===== src/rtl/strb_regport.sv =====
module strb_regport #(
  parameter int ADDR_W  = 3,
  parameter int DATA_W  = 8,
  parameter int MIN_OVL = 3
) (
  input  logic              clk,
  input  logic              rst_n,
  input  logic              sel_n,
  input  logic              rd_n,
  input  logic              wr_n,
  input  logic [ADDR_W-1:0] addr,
  input  logic [DATA_W-1:0] bus_in,
  output logic [DATA_W-1:0] bus_out,
  output logic              bus_oe,
  output logic              wr_err
);
  localparam int DEPTH = 1 << ADDR_W;
  localparam int CW    = $clog2(MIN_OVL + 1);

  logic [1:0] sel_p, rd_p, wr_p;
  logic [ADDR_W-1:0] a_p0, a_p1, hold_a;
  logic [DATA_W-1:0] d_p0, d_p1, hold_d;
  logic wr_q, spoil;
  logic [CW-1:0] ovl;
  logic [DEPTH-1:0][DATA_W-1:0] regs;

  wire sel_s   = sel_p[1];
  wire rd_s    = rd_p[1];
  wire wr_s    = wr_p[1];
  wire wr_rise = wr_s & ~wr_q;
  wire wr_act  = ~sel_s & ~wr_s & rd_s;
  wire clash   = ~sel_s & ~wr_s & ~rd_s;
  wire ovl_ok  = (ovl == CW'(MIN_OVL));
  wire commit  = wr_rise & ovl_ok & ~spoil;
  wire runt    = wr_rise & ~ovl_ok & (ovl != '0) & ~spoil;

  always_ff @(posedge clk or negedge rst_n) begin
    if (!rst_n) begin
      sel_p <= 2'b11;
      rd_p  <= 2'b11;
      wr_p  <= 2'b11;
      wr_q  <= 1'b1;
      a_p0  <= '0;
      a_p1  <= '0;
      d_p0  <= '0;
      d_p1  <= '0;
    end else begin
      sel_p <= {sel_p[0], sel_n};
      rd_p  <= {rd_p[0], rd_n};
      wr_p  <= {wr_p[0], wr_n};
      wr_q  <= wr_s;
      a_p0  <= addr;
      a_p1  <= a_p0;
      d_p0  <= bus_in;
      d_p1  <= d_p0;
    end
  end

  always_ff @(posedge clk or negedge rst_n) begin
    if (!rst_n) begin
      hold_a <= '0;
      hold_d <= '0;
    end else if (!wr_s) begin
      hold_a <= a_p1;
      hold_d <= d_p1;
    end
  end

  always_ff @(posedge clk or negedge rst_n) begin
    if (!rst_n) begin
      ovl   <= '0;
      spoil <= 1'b0;
    end else if (wr_s) begin
      ovl   <= '0;
      spoil <= 1'b0;
    end else begin
      if (wr_act && !ovl_ok) ovl <= ovl + 1'b1;
      if (clash) spoil <= 1'b1;
    end
  end

  always_ff @(posedge clk or negedge rst_n) begin
    if (!rst_n) begin
      regs   <= '0;
      wr_err <= 1'b0;
    end else begin
      if (commit) regs[hold_a] <= hold_d;
      if (runt) wr_err <= 1'b1;
    end
  end

  assign bus_oe  = ~sel_s & ~rd_s & wr_s;
  assign bus_out = bus_oe ? regs[a_p1] : '0;
endmodule



===== config.mk =====
export PLATFORM = sky130hd
export DESIGN_NAME = strb_regport
export DESIGN_NICKNAME = d
export VERILOG_FILES = /design/src/rtl/strb_regport.sv
export SDC_FILE = /design/constraint.sdc
export NUM_CORES = 1
export LEC_CHECK = 0
export ABC_AREA = 1
export ABC_CLOCK_PERIOD_IN_PS = 1500
export CAP_MARGIN = 10
export CORE_MARGIN = 2
export CORE_UTILIZATION = 57
export DETAILED_ROUTE_END_ITERATION = 12
export DONT_BUFFER_PORTS = 1
export PLACE_DENSITY = 0.75
export REMOVE_ABC_BUFFERS = 1
export SLEW_MARGIN = 20
export SYNTH_ARGS = -nofsm -noshare
export SYNTH_HDL_FRONTEND = slang
export SYNTH_SLANG_ARGS = --single-unit

===== constraint.sdc =====
create_clock -name clk -period 1.5 [get_ports clk]
set_clock_uncertainty 0.05 [all_clocks]
set_input_delay 0.3 -clock clk [delete_from_list [all_inputs] [get_ports clk]]
set_output_delay 0.3 -clock clk [all_outputs]
set_load 0.03 [all_outputs]

==> Flow_metrics.wiki <==
{| class="wikitable"
! Metric !! Value
|-
| Maximum clock frequency || 508.6 MHz
|-
| Die height || 94.10 µm
|-
| Effective utilization at floorplan || 59.26%
|-
| Clock tree from TritonCTS || built
|-
| Final net count || 612
|-
| Slack of the worst reg-to-reg path || -0.31 ns
|-
| Clock latency reported for the late side of the worst-skew pair || 0.37 ns
|-
| Leading cell types in the layout, fill and taps excluded || sky130_fd_sc_hd__nand2_1 (143), sky130_fd_sc_hd__dfrtp_1 (101), sky130_fd_sc_hd__inv_1 (81)
|-
| Worst Path Max Fanout || 20
|-
| Finish-stage setup viols || 73
|-
| Number of sinks driven by the clock tree || 108
|-
| Hold-fix buffer count after cts || 14
|-
| Global route total overflow || 0
|-
| I/O pin count || 26
|-
| Commonest non-fill, non-tap cell in the layout || sky130_fd_sc_hd__nand2_1
|-
| Clock share of power || 31.5%
|-
| Start point of the critical path || a_p1[0]
|-
| HP Class || input port to async pin
|-
| Ratio of final minimum period to clock period || 131.1%
|-
| Power density of the placed cells || 912.2 nW/µm²
|-
| Synth cell types || 21
|-
| Max VDD drop || 0.8719 mV
|-
| Run status || finished, violations left
|-
| Number of max-capacitance violations reported || 0
|-
| Endpoint type of the worst setup path || primary output
|-
| Average vias per placed instance || 5.345
|-
| Area Growth Syn to Fin || 24.50%
|-
| Share of the yosys chip area belonging to registers || 58.60%
|-
| Largest net degree at the start of global routing || 109
|-
| Global placer's final weighted congestion || 0.8070
|-
| Number of rows in the core area || 32
|-
| Crit path DAT || 1.62 ns
|-
| Clk pin slew, worst setup/hold paths || 0.11 ns
|-
| Post-Syn Instances || 544
|-
| First-pass GRT wire length || 17610 µm
|-
| Remaining antenna violation count || 0
|-
| Worst R2R Start || wr_p[1]
|-
| Routed wire length || 10990 µm
|-
| Dpl cell area || 4952 µm²
|-
| X dimension of the die || 94.10 µm
|-
| Violated checks || negative hold slack, negative setup slack
|-
| Aggregate global-route resource usage || 26.25%
|-
| Total number of vias || 3747
|-
| Setup repair after global routing missed its margin || yes
|-
| Post-layout minimum cycle time || 1.966 ns
|-
| Final Instance Area || 5761 µm²
|-
| Vias in the first global route || 3662
|-
| Share of cells above drive strength 1 || 19.70%
|-
| Final max-slew violation count || 0
|-
| Detailed placement HPWL || 6080 µm
|-
| Number of inserted diodes || 0
|-
| Count of H-tree levels built during CTS || 3
|-
| Fraction of the core area covered by cells at the end of the flow || 73.78%
|-
| Worst Hold Margin || -0.4450 ns
|-
| DRC violations left || 0
|-
| Relative contribution of sequential cells to total power || 59.1%
|-
| Total power after layout || 0.005255 W
|-
| Area of the core || 7807 µm²
|-
| Final Hold Vio Count || 108
|-
| Maximum clock path buffer count || 2
|-
| Count of synthesis-stage warnings from yosys || 0
|-
| Leakage power figure || 2.714 nW
|-
| Mapped cell area || 4627 µm²
|-
| Switch Pwr || 0.001382 W
|-
| Critical path data required time || 1.15 ns
|-
| Detailed-routing iteration count for the pre-antenna-repair pass || 5
|-
| Synthesis-stage register bit count || 108
|-
| Worst Setup Start Kind || flop
|-
| Power share of the combinational group || 9.4%
|-
| Setup Slack @ Placement || -0.1165 ns
|-
| Internal Power || 0.003873 W
|-
| Average cell area after synthesis || 8.505 µm²
|-
| Die ar. || 8854 µm²
|-
| Mean routed wirelength per cell || 15.67 µm
|-
| DRC violation total after the first TritonRoute iteration || 190
|-
| Clock buffer count from CTS || 9
|-
| Slew margin rel. || 68.27%
|-
| Kind of critical path || flop to primary output
|-
| CTS root buf || sky130_fd_sc_hd__clkbuf_8
|-
| Antenna violations before repair || 0
|-
| Count of port buffers added during placement || 0
|-
| Worst Setup Slack, final || -0.4663 ns
|-
| Slew at the pin closest to its max-slew limit || 0.4755 ns
|-
| Switching fraction of total power || 26.29%
|}
[per-layer routing]
| layer | vias up | GRT usage (%) | share of wire (%) |
|---|---|---|---|
| li1 | 1782 | - | - |
| met5 | - | 0 | 0 |
| met4 | 0 | 10.39 | 3.0 |
| met2 | 123 | 42.92 | 50 |
| met3 | 30 | 5.297 | 5.3 |
| met1 | 1812 | 34.56 | 41 |
[critical path: stages, from the launching register on]
cell	delay, ns
sky130_fd_sc_hd__dfrtp_1	0.43
sky130_fd_sc_hd__inv_2	0.10
sky130_fd_sc_hd__buf_12	0.16
sky130_fd_sc_hd__nand2_1	0.09
sky130_fd_sc_hd__nand3_1	0.09
sky130_fd_sc_hd__nand2_1	0.08
sky130_fd_sc_hd__nor2_1	0.09
sky130_fd_sc_hd__nor2_1	0.05
sky130_fd_sc_hd__buf_4	0.16
[flip-flops by register name, summed over array words and instances, names as in the netlist]
signal / flops
wr_err: 1
rd_p: 2
hold_a: 3
ovl: 2
d_p0: 8
spoil: 1
sel_p: 2
regs: 64
a_p1: 3
wr_p: 2
d_p1: 8
a_p0: 3
wr_q: 1
hold_d: 8
[metrics by stage]
step / cells / TNS [ns]
global placement: 657 / -0.5571
floorplan: 521 / -19.61
finish: 701 / -18.32
CTS: 697 / -9.213
global route: 701 / -24.42
detailed placement: 657 / -0.7928
[power by group through the flow]
stage | combinational, W | clock, W | sequential [W]
after detailed placement | 0.000396 | 0 | 0.00315
after global placement | 0.000385 | 0 | 0.00315
after global routing | 0.000551 | 0.00180 | 0.00312
final | 0.000496 | 0.00165 | 0.00310
after CTS | 0.000459 | 0.00168 | 0.00310
after floorplan | 0.000239 | 0 | 0.00315
[cells in the mapped netlist, drive strengths merged]
cell,instances,area share [%]
nand2,175,15
dfrtp,101,55
a21oi,2,0.22
inv,83,6.7
buf,15,2.8
clkbuf,8,0.65
nand3,49,5.3
a21o,1,0.16
nor2,28,2.3
a211oi,1,0.16
dfstp,7,4.0
nor3,2,0.46
or2,1,0.14
ha,2,0.54
o21ai,68,7.4
clkinv,1,0.081
[worst paths after layout]
path	cells after the start	endpoint
setup reg to reg	9	regs[15]
hold / removal	0	regs[58]
setup / recovery	8	bus_out[7]
min in group clk	0	a_p1[1]
max in group asynchronous	0	wr_q
hold reg to reg	0	a_p1[1]
[cell type report]
cell class	instances	area, µm²
Sequential cell	108	2711
Fill cell	533	2047
Multi-Input combinational cell	330	1677
Timing Repair Buffer	61	745.7
Inverter	84	315.3
Clock buffer	10	137.6
Tap cell	102	127.6
Clock inverter	6	46.29
[what timing repair did]
item	CTS	global route
gates resized for setup	77	56
endpoints found under the setup margin	27	73
pin swaps	2	6
buffers inserted	4	2
endpoints found under the hold margin	122	108
cloned	6	2
[cell families (layout without fill, tap and decap cells)]
group	after synthesis	after routing	synth area share (%)
AND/OR/NAND/NOR	255	256	22.74
adder cells (fa/ha/maj)	2	2	0.5407
flip-flops	108	108	58.60
AO/OA/AOI/OAI	72	72	7.896
buffers and inverters	107	161	10.22
Note: power is estimated with default switching activity, not from simulation.
